--- src/rtl/extwait_pkg.sv ---
package extwait_pkg;

    typedef enum logic [1:0] {
        ST_IDLE  = 2'd0,
        ST_COUNT = 2'd1,
        ST_TAIL  = 2'd2
    } wait_state_e;

    // Code c selects 2**c - 1 wait cycles: 0, 1, 3, 7 for a 2-bit code.
    function automatic int unsigned code_to_waits(input int unsigned code);
        return (32'd1 << code) - 32'd1;
    endfunction

endpackage

--- src/rtl/extwait_cfg_reg.sv ---
module extwait_cfg_reg #(
    parameter int DATA_W  = 16,
    parameter int FIELD_W = 2,
    parameter int N_SPACE = 2,
    localparam int SP_W   = (N_SPACE > 1) ? $clog2(N_SPACE) : 1,
    localparam int USED_W = FIELD_W * N_SPACE
) (
    input  logic               clk_i,
    input  logic               rst_ni,
    input  logic               we_i,
    input  logic [DATA_W-1:0]  wdata_i,
    input  logic [SP_W-1:0]    space_i,
    output logic [DATA_W-1:0]  rdata_o,
    output logic [FIELD_W-1:0] code_o
);

    logic [N_SPACE-1:0][FIELD_W-1:0] fld_q;

    always_ff @(posedge clk_i) begin
        if (!rst_ni) begin
            fld_q <= '1;
        end else if (we_i) begin
            fld_q <= wdata_i[USED_W-1:0];
        end
    end

    // Read-back: one field per space, packed from bit 0 upward.
    generate
        for (genvar s = 0; s < N_SPACE; s++) begin : g_rd
            assign rdata_o[s*FIELD_W +: FIELD_W] = fld_q[s];
        end
        if (DATA_W > USED_W) begin : g_pad
            assign rdata_o[DATA_W-1:USED_W] = '0;
        end
    endgenerate

    always_comb begin
        code_o = '0;
        for (int s = 0; s < N_SPACE; s++) begin
            if (space_i == SP_W'(s)) begin
                code_o = fld_q[s];
            end
        end
    end


    wr_store_chk: assert property (@(posedge clk_i) disable iff (!rst_ni)
        we_i |=> (rdata_o == {{(DATA_W-USED_W){1'b0}}, $past(wdata_i[USED_W-1:0])}));

endmodule

--- src/rtl/extwait_sync.sv ---
module extwait_sync #(
    parameter int STAGES = 2
) (
    input  logic clk_i,
    input  logic rst_ni,
    input  logic async_i,
    output logic sync_o
);

    logic [STAGES-1:0] chain_q;

    always_ff @(posedge clk_i) begin
        if (!rst_ni) begin
            chain_q <= '0;
        end else begin
            chain_q <= {chain_q[STAGES-2:0], async_i};
        end
    end

    assign sync_o = chain_q[STAGES-1];

endmodule

--- src/rtl/extwait_fsm.sv ---
module extwait_fsm
    import extwait_pkg::*;
#(
    parameter int CNT_W = 3
) (
    input  logic             clk_i,
    input  logic             rst_ni,
    input  logic             go_i,
    input  logic [CNT_W-1:0] waits_i,
    input  logic             wait_s_i,
    output logic             stall_o,
    output wait_state_e      state_o
);

    wait_state_e      st_q, st_d;
    logic [CNT_W-1:0] cnt_q, cnt_d;

    always_ff @(posedge clk_i) begin
        if (!rst_ni) begin
            st_q  <= ST_IDLE;
            cnt_q <= '0;
        end else begin
            st_q  <= st_d;
            cnt_q <= cnt_d;
        end
    end

    always_comb begin
        st_d  = st_q;
        cnt_d = cnt_q;
        unique case (st_q)
            ST_IDLE: begin
                if (go_i) begin
                    if (waits_i == '0) begin
                        if (wait_s_i) st_d = ST_TAIL;
                    end else begin
                        cnt_d = waits_i - 1'b1;
                        st_d  = (waits_i == CNT_W'(1)) ? ST_TAIL : ST_COUNT;
                    end
                end
            end
            ST_COUNT: begin
                cnt_d = cnt_q - 1'b1;
                if (cnt_q == CNT_W'(1)) st_d = ST_TAIL;
            end
            ST_TAIL: begin
                if (!wait_s_i) st_d = ST_IDLE;
            end
            default: st_d = ST_IDLE;
        endcase
    end

    always_comb begin
        unique case (st_q)
            ST_IDLE:  stall_o = go_i && ((waits_i != '0) || wait_s_i);
            ST_COUNT: stall_o = 1'b1;
            ST_TAIL:  stall_o = wait_s_i;
            default:  stall_o = 1'b0;
        endcase
    end

    assign state_o = st_q;


    cnt_live_chk: assert property (@(posedge clk_i) disable iff (!rst_ni)
        (st_q == ST_COUNT) |-> (cnt_q != '0));


    cnt_step_chk: assert property (@(posedge clk_i) disable iff (!rst_ni)
        (st_q == ST_COUNT) |=> ((st_q == ST_TAIL) || (cnt_q == $past(cnt_q) - 1'b1)));


    tail_release_chk: assert property (@(posedge clk_i) disable iff (!rst_ni)
        (st_q == ST_TAIL && !wait_s_i) |=> (st_q == ST_IDLE));

endmodule

--- src/rtl/extwait_gen.sv ---
module extwait_gen
    import extwait_pkg::*;
#(
    parameter int          ADDR_W      = 16,
    parameter int          DATA_W      = 16,
    parameter int          FIELD_W     = 2,
    parameter int          N_SPACE     = 2,
    parameter int          SYNC_STAGES = 2,
    parameter logic [15:0] WIN_BASE    = 16'hC000,
    localparam int SP_W     = (N_SPACE > 1) ? $clog2(N_SPACE) : 1,
    localparam int MAX_WAIT = (1 << ((1 << FIELD_W) - 1)) - 1,
    localparam int CNT_W    = $clog2(MAX_WAIT + 1)
) (
    input  logic              clk_i,
    input  logic              rst_ni,
    input  logic              cfg_we_i,
    input  logic [DATA_W-1:0] cfg_wdata_i,
    output logic [DATA_W-1:0] cfg_rdata_o,
    input  logic              acc_req_i,
    input  logic [SP_W-1:0]   acc_space_i,
    input  logic [ADDR_W-1:0] acc_addr_i,
    input  logic              ext_wait_i,
    output logic              stall_o
);

    logic [FIELD_W-1:0] code;
    logic [CNT_W-1:0]   waits;
    logic               wait_s;
    logic               in_win;
    wait_state_e        fsm_st;

    extwait_cfg_reg #(
        .DATA_W (DATA_W),
        .FIELD_W(FIELD_W),
        .N_SPACE(N_SPACE)
    ) cfg_i (
        .clk_i  (clk_i),
        .rst_ni (rst_ni),
        .we_i   (cfg_we_i),
        .wdata_i(cfg_wdata_i),
        .space_i(acc_space_i),
        .rdata_o(cfg_rdata_o),
        .code_o (code)
    );

    extwait_sync #(
        .STAGES(SYNC_STAGES)
    ) sync_i (
        .clk_i  (clk_i),
        .rst_ni (rst_ni),
        .async_i(ext_wait_i),
        .sync_o (wait_s)
    );

    assign in_win = (acc_addr_i >= ADDR_W'(WIN_BASE));
    assign waits  = CNT_W'(code_to_waits(int'(code)));

    extwait_fsm #(
        .CNT_W(CNT_W)
    ) fsm_i (
        .clk_i   (clk_i),
        .rst_ni  (rst_ni),
        .go_i    (acc_req_i && in_win),
        .waits_i (waits),
        .wait_s_i(wait_s),
        .stall_o (stall_o),
        .state_o (fsm_st)
    );


    outside_quiet_chk: assert property (@(posedge clk_i) disable iff (!rst_ni)
        (fsm_st == ST_IDLE && acc_req_i && (acc_addr_i < ADDR_W'(WIN_BASE))) |-> !stall_o);


    req_hold_chk: assert property (@(posedge clk_i) disable iff (!rst_ni)
        (stall_o && acc_req_i) |=> (acc_req_i && $stable(acc_addr_i) && $stable(acc_space_i)));

endmodule

--- config.mk ---
export PLATFORM = sky130hd
export DESIGN_NAME = extwait_gen
export DESIGN_NICKNAME = d
export VERILOG_FILES = /design/src/rtl/extwait_pkg.sv /design/src/rtl/extwait_cfg_reg.sv /design/src/rtl/extwait_sync.sv /design/src/rtl/extwait_fsm.sv /design/src/rtl/extwait_gen.sv
export SDC_FILE = /design/constraint.sdc
export NUM_CORES = 1
export LEC_CHECK = 0
export BUFFER_PORTS_ARGS = -buffer_cell sky130_fd_sc_hd__buf_2
export CORE_UTILIZATION = 37
export DETAILED_ROUTE_END_ITERATION = 8
export GPL_TIMING_DRIVEN = 0
export HOLD_SLACK_MARGIN = 0.05
export PLACE_DENSITY = 0.77
export REMOVE_ABC_BUFFERS = 1
export SLEW_MARGIN = 20
export SYNTH_ARGS = -nofsm -noshare
export SYNTH_HDL_FRONTEND = slang
export SYNTH_SLANG_ARGS = --single-unit
--- constraint.sdc ---
create_clock -name clk_i -period 1.65 [get_ports clk_i]
set_clock_uncertainty 0.15 [all_clocks]
set_input_delay 0.0825 -clock clk_i [delete_from_list [all_inputs] [get_ports clk_i]]
set_output_delay 0.0825 -clock clk_i [all_outputs]
set_load 0.005 [all_outputs]
### After elaboration in Yosys (flattened, before gate mapping)

Cells that the tools add are included.

| word-level totals | value |
|---|---|
| flip-flop bits (word level) | 11 |
| bits in latches | 0 |
| bits in writable memories | 0 |
| ROM bits | 0 |
| output and inout bits | 17 |
| word-level logic and storage cells | 40 |
| memories kept | 0 |

| operators by class | value |
|---|---|
| add/subtract/negate cells | 3 |
| $mul | 0 |
| div/mod/pow operators | 0 |
| $lt $le $gt $ge | 1 |
| equality and inequality tests | 9 |
| shifts and indexed selects | 1 |
| multiplexer cells | 12 |
| bitwise gates (word level) | 0 |
| reductions and logical operators | 9 |

Operators with widths:

| cell | count |
|---|---|
| 16-bit >= comparator, second input constant | 1 |
| 2-bit 2-to-1 mux | 7 |
| 3-bit by 1-bit subtractor with 3-bit output, second input constant | 3 |
| 3-bit by 1-bit equality test with 1-bit output, second input constant | 2 |
| 3-bit 2-to-1 mux | 2 |
| 2-bit one-hot mux with 3 select lines | 1 |
| 3-bit one-hot mux with 2 select lines | 1 |
| 2-bit by 1-bit inequality test with 1-bit output, second input constant | 2 |
| 2-bit inequality test, second input constant | 2 |
| 4-bit AND reduction | 1 |
| 3-bit zero test | 1 |
| 3-bit inequality test, second input constant | 1 |
| 1-bit one-hot mux with 3 select lines | 1 |
| 3-bit AND reduction | 1 |
| 3-bit nonzero test | 1 |
| 1-bit by 2-bit left shift with 3-bit output, first input constant | 1 |
| 2-bit by 1-bit equality test with 1-bit output, second input constant | 1 |
| 2-bit equality test, second input constant | 1 |
| 1-bit logical AND | 2 |
| 2-bit zero test | 1 |
| 2-bit nonzero test | 1 |
| 1-bit logical OR | 1 |

### Logic depth before layout (Yosys ltp)

| logic depth | value |
|---|---|
| depth after elaboration | 8 |
| gate-level depth with buffers | 6 |

### Modules after synthesis

A second synthesis with hierarchy kept.

| unflattened totals | value |
|---|---|
| cell total of the unflattened synthesis | 87 |
| area, all modules | 754.5 sq um |

By module, submodules not included:

| module | instances | cells an instance | area an instance (sq um) |
|---|---|---|---|
| extwait_fsm | 1 | 51 | 421.7 |
| extwait_cfg_reg | 1 | 28 | 256.5 |
| extwait_sync | 1 | 4 | 52.6 |
| extwait_gen | 1 | 4 | 23.8 |

### Worst setup path before layout

Ideal clock, no wire load.

| timing | value |
|---|---|
| path type | flip-flop to flip-flop |
| start point | register cfg_i.fld_q (netlist bit cfg_i.rdata_o[3]) |
| end point | register fsm_i.st_q[0] (netlist: fsm_i.state_o[0]) |
| data arrival time | 1.355 ns |
| data required time | 1.430 ns |
| setup slack | 0.075 ns |
| stages on the path, launching flop included | 6 |
| period minus slack after synthesis | 1.575 ns |
| cell sequence | dfxtp_1 > mux2i_1 > ha_1 > nand2b_1 > or4b_1 > a21boi_1 |

| between the ends | value |
|---|---|
| longest elaborated chain between the ends | 8 |
| elaborated cells on any way between the ends | 11 |
| classes of those cells | 1 x add/sub; 2 x eq/ne; 1 x shift; 5 x mux; 2 x reduce/logical |

Ends and longest elaborated chain:

| item | RTL line | text |
|---|---|---|
| from (decl) | extwait_cfg_reg.sv:17 | `logic [N_SPACE-1:0][FIELD_W-1:0] fld_q;` |
| from (signal assigned) | extwait_cfg_reg.sv:23 | `fld_q <= wdata_i[USED_W-1:0];` |
| 2-bit 2-to-1 mux (*) | extwait_cfg_reg.sv:40 | `if (space_i == SP_W'(s)) begin` |
| 1-bit by 2-bit left shift with 3-bit output (*) | extwait_pkg.sv:11 | `return (32'd1 << code) - 32'd1;` |
| 3-bit by 1-bit subtractor with 3-bit output (*) | extwait_pkg.sv:11 |  |
| 3-bit by 1-bit equality test with 1-bit output | extwait_fsm.sv:38 | `st_d = (waits_i == CNT_W'(1)) ? ST_TAIL : ST_COUNT;` |
| 2-bit 2-to-1 mux | extwait_fsm.sv:38 |  |
| 2-bit 2-to-1 mux | extwait_fsm.sv:34 | `if (waits_i == '0) begin` |
| 2-bit 2-to-1 mux | extwait_fsm.sv:33 | `if (go_i) begin` |
| 2-bit one-hot mux with 3 select lines | extwait_fsm.sv:31 | `unique case (st_q)` |
| to (signal assigned) | extwait_fsm.sv:23 | `st_q <= st_d;` |
| to (decl) | extwait_fsm.sv:15 | `wait_state_e st_q, st_d;` |

Every way passes the cells marked *; elsewhere a longest branch is shown, timed or not. The select of a mux whose other input is x is not followed.
A chain may end at the register's enable or synchronous reset.

### Worst setup path in the final report

| timing | value |
|---|---|
| start point | register cfg_i.fld_q (netlist bit cfg_i.rdata_o[1]) |
| end point | output port stall_o |

| between the ends | value |
|---|---|
| longest elaborated chain between the ends | 7 |

Ends and longest elaborated chain:

| item | RTL line | text |
|---|---|---|
| 2-bit 2-to-1 mux | extwait_cfg_reg.sv:40 |  |
| 1-bit by 2-bit left shift with 3-bit output | extwait_pkg.sv:11 |  |
| 3-bit by 1-bit subtractor with 3-bit output | extwait_pkg.sv:11 |  |
| 3-bit nonzero test | extwait_fsm.sv:55 | `ST_IDLE: stall_o = go_i && ((waits_i != '0) \|\| wait_s_i);` |
| 1-bit logical OR | extwait_fsm.sv:55 |  |
| 1-bit logical AND | extwait_fsm.sv:55 |  |
| 1-bit one-hot mux with 3 select lines | extwait_fsm.sv:54 | `unique case (st_q)` |
| to (decl) | extwait_gen.sv:23 | `output logic stall_o` |

Every way passes these cells.

==> flow_summary.rst <==
.. list-table::
   :header-rows: 1

   * - Metric
     - Value
   * - Result of the run
     - finished clean
   * - Clk buf depth
     - 2
   * - Routed WL per cell
     - 13.0 um
   * - Share of synthesized area occupied by flip-flops and latches
     - 0.326
   * - Met2 Resource Use GR
     - 0.397
   * - Fraction of the mapped netlist area in simple logic gates
     - 0.200
   * - Remaining number of nets flagged by the antenna check after routing
     - 0
   * - Buffers and inverters on the worst path
     - 1
   * - FP Rows
     - 15
   * - Total power
     - 0.645 mW
   * - Area used by sequential logic in the layout
     - 233 um^2
   * - Synthesis-to-finish area growth
     - 43.0%
   * - Slowest Stage Delay on Critical Path
     - 0.36 ns
   * - Critical setup path kind
     - reg -> out
   * - Final critical-path share of the clock period
     - 0.988
   * - TritonCTS clock tree
     - built
   * - Die outline area
     - 2000 um^2
   * - Mapped cell area
     - 676 um^2
   * - Wire length of the first global-routing pass
     - 2.67 mm
   * - Total I/O pin count
     - 55
   * - Height of the die
     - 44.7 um
   * - Count of placed standard cells including taps
     - 115
   * - Mapped Avg Cell Area
     - 8.77 um^2
   * - Dominant combinational cell family by area after synthesis
     - simple AND/OR/NAND/NOR gates
   * - Final max-slew violation count
     - 0
   * - Static Leakage
     - 0.428 nW
   * - Vias in the first global route
     - 622
   * - Total DRC errors in the routed layout
     - 0
   * - TritonCTS buffer count
     - 3
   * - Mux contribution to synthesized area
     - 0.0889
   * - Cell type group with the largest total delay on the critical path
     - flip-flops
   * - Cell at the slowest stage of the critical path
     - dfxtp_4
   * - Initial drt markers
     - 13
   * - Routed via count
     - 641
   * - Worst EP arrival
     - 1.40 ns
   * - Worst Setup End Kind
     - primary output
   * - Number of filler cells placed in the layout
     - 148
   * - Total of endpoints with negative setup slack in the final report
     - 0
   * - Number of nets in the finished design
     - 153
   * - Xor-xnor portion of the synthesized cell area
     - 0
   * - Initial standard-cell utilization of the core
     - 0.391
   * - Category of the worst setup path launch point
     - flop
   * - Initial antenna violation count
     - 0
   * - IR drop worst, VDD
     - 0.527 mV
   * - Multi-input combinational cell area
     - 429 um^2
   * - Maxcap violations
     - 0
   * - Setup repair after global routing missed its margin
     - yes
   * - Die boundary width
     - 44.7 um
   * - Warnings, synthesis
     - 0
   * - Clock-pin slew on the worst setup and hold paths
     - 0.08 ns
   * - Adder and majority gate portion of the synthesized area
     - 0.0741
   * - Area fraction in compound gates after synthesis
     - 0.133
   * - Global-route layer with the greatest usage
     - met2
   * - Post-detailed-routing wire length
     - 1.76 mm
   * - Fraction of met3 tracks used by global routing
     - 0.0480
   * - Series of cell instances along the critical path
     - mux2i_4 -> ha_4 -> nand2b_4 -> a21oi_2 -> o21ai_1 -> buf_2
   * - Timing-limited maximum frequency
     - 0.613 GHz
   * - Diode insertion count for antenna repair
     - 0
   * - Final weighted congestion in routability-driven placement
     - 0.790
   * - Data required time at the worst endpoint
     - 1.42 ns
   * - Largest net degree at the start of global routing
     - 12
   * - Number of synthesized register bits
     - 11
   * - Layout cell share with drive strength beyond 1
     - 0.300
   * - Tightest Hold Check Type
     - in -> reg
   * - P per Cell Area
     - 667 nW/um^2
   * - H-Tree Level Count
     - 1
   * - GR Overflow Total
     - 0
   * - Critical-path maximum fanout
     - 3
   * - GRT Util Overall
     - 0.195
   * - Via density per instance
     - 4.75
   * - I/O Buffers
     - 16
   * - Number of detailed-route iterations in the first pass
     - 4
   * - Gate count of the mapped netlist
     - 77
   * - Clk Tree Root Cell
     - clkbuf_4
   * - Post-route non-filler standard cell count
     - 135
   * - Time the worst path needs with I/O delays and setup
     - 1.63 ns
   * - Clk Latency, worst-skew pair
     - 0.28 ns
   * - Utilization after layout
     - 0.559
   * - Met1 track demand over resource
     - 0.168
   * - # clock sinks
     - 11
   * - Synth unique cells
     - 26
   * - Final hold vios
     - 0
   * - Core box area
     - 1730 um^2
## layer usage
layer  wire length, um  vias to the layer above
li1                  -                      307
met1               603                      298
met2              1030                       31
met3                77                        5
met4                41                        0
met5                 0                        -
## Yosys cell counts
cell,count,area [um^2]
nand2b_1,6,37.5
conb_1,1,3.75
o311a_1,1,10.0
o31a_1,1,8.76
a21oi_1,3,15.0
ha_1,4,50.1
nor2_1,1,3.75
dfxtp_1,11,220
o21ai_0,1,5.00
clkbuf_1,2,7.51
nor4b_1,1,8.76
a21boi_1,1,7.51
o311ai_1,3,26.3
nand3_1,2,10.0
o22ai_1,1,6.26
nand4_1,1,6.26
nor2b_1,3,18.8
o21ai_1,1,5.00
mux2i_1,6,60.1
buf_4,12,90.1
nand2_1,4,15.0
and2_1,3,18.8
and3_1,1,6.26
or4b_1,1,10.0
inv_1,5,18.8
a31oi_1,1,6.26
## path summary, 6_finish.rpt
path | start | endpoint | slack, ns | cells past startpoint
worst max-delay path | cfg_i.rdata_o[1]$_SDFFE_PN1P_ | stall_o | 0.02 | 6
worst min-delay path | acc_addr_i[14] | fsm_i.state_o[0]$_SDFFE_PN0P_ | 0.16 | 4
worst max register to register | cfg_i.rdata_o[1]$_SDFFE_PN1P_ | fsm_i.cnt_q[2]$_SDFFE_PN0P_ | 0.02 | 6
worst min register to register | sync_i.chain_q[0]$_SDFF_PN0_ | sync_i.chain_q[1]$_SDFF_PN0_ | 0.31 | 1
## power breakdown
group,switching [mW],internal (mW),leakage [nW],total (mW)
combinational,0.0680,0.0856,0.322,0.154
sequential,0.0185,0.281,0.0903,0.300
clock,0.0976,0.0938,0.0150,0.191
## final cells by class
cell class	instances	area share
tap	25	0.0324
clock buffer	4	0.0272
sequential	11	0.241
timing repair buffer	32	0.236
inverter	5	0.0194
multi-input combinational	58	0.444
## metrics by stage
| step | setup TNS (ns) | setup WS, ns | instance area (um^2) | hold slack, ns |
|---|---|---|---|---|
| after global placement | -0.0111 | -0.0111 | 731 | 0.138 |
| after detailed placement | -0.113 | -0.0576 | 731 | 0.147 |
| final | 0 | 0.0191 | 966 | 0.162 |
| after floorplan | 0 | 0.0750 | 619 | -0.00556 |
| after global routing | -0.0234 | -0.0194 | 966 | 0.201 |
| after CTS | 0 | 0.00348 | 936 | 0.143 |
## logic make-up after synthesis
| logic type | Yosys count |
|---|---|
| AO/OA/AOI/OAI | 13 |
| adder cells (fa/ha/maj) | 4 |
| buffers and inverters | 19 |
| flip-flops | 11 |
| multiplexers | 6 |
| other | 1 |
| AND/OR/NAND/NOR | 23 |
## registers in the layout (all words and copies together) (netlist names)
signal / flops
cfg_i.rdata_o: 4
fsm_i.cnt_q: 3
fsm_i.state_o: 2
sync_i.chain_q: 2
## worst reg2reg max path, delay by kind of cell, from the launching register on
family / cells / cell delay, ns
flip-flops: 1 / 0.36
AO/OA/AOI/OAI: 1 / 0.29
multiplexers: 1 / 0.21
adder cells (fa/ha/maj): 1 / 0.20
AND/OR/NAND/NOR: 2 / 0.19
buffers and inverters: 1 / 0.11
## timing repair
action,in CTS,in global routing
setup buffers,4,1
pin swaps,1,2
resized for setup,7,8
setup endpoints to repair,3,3
endpoints found under the hold margin,8,0
hold buffers,11,0
## cells in the final DEF (no fill, tap or decap), drive strengths merged
| cell | synthesis | routed |
|---|---|---|
| a21oi | 3 | 3 |
| o21ai | 2 | 2 |
| mux2i | 6 | 6 |
| buf | 12 | 21 |
| a21boi | 1 | 1 |
| conb | 1 | 12 |
| dlygate4sd3 | 0 | 11 |
| o22ai | 1 | 1 |
| nand3 | 2 | 2 |
| clkbuf | 2 | 4 |
| dfxtp | 11 | 11 |
| nand4 | 1 | 1 |
| o31a | 1 | 1 |
| nand2b | 6 | 6 |
| a31oi | 1 | 1 |
| ha | 4 | 4 |
| nor2b | 3 | 3 |
| nor2 | 1 | 1 |
| o311ai | 3 | 3 |
| or4b | 1 | 1 |
| nor4b | 1 | 1 |
| inv | 5 | 5 |
| o311a | 1 | 1 |
| and2 | 3 | 3 |
| nand2 | 4 | 4 |
| and3 | 1 | 1 |
(Power assumes the default switching activity.)
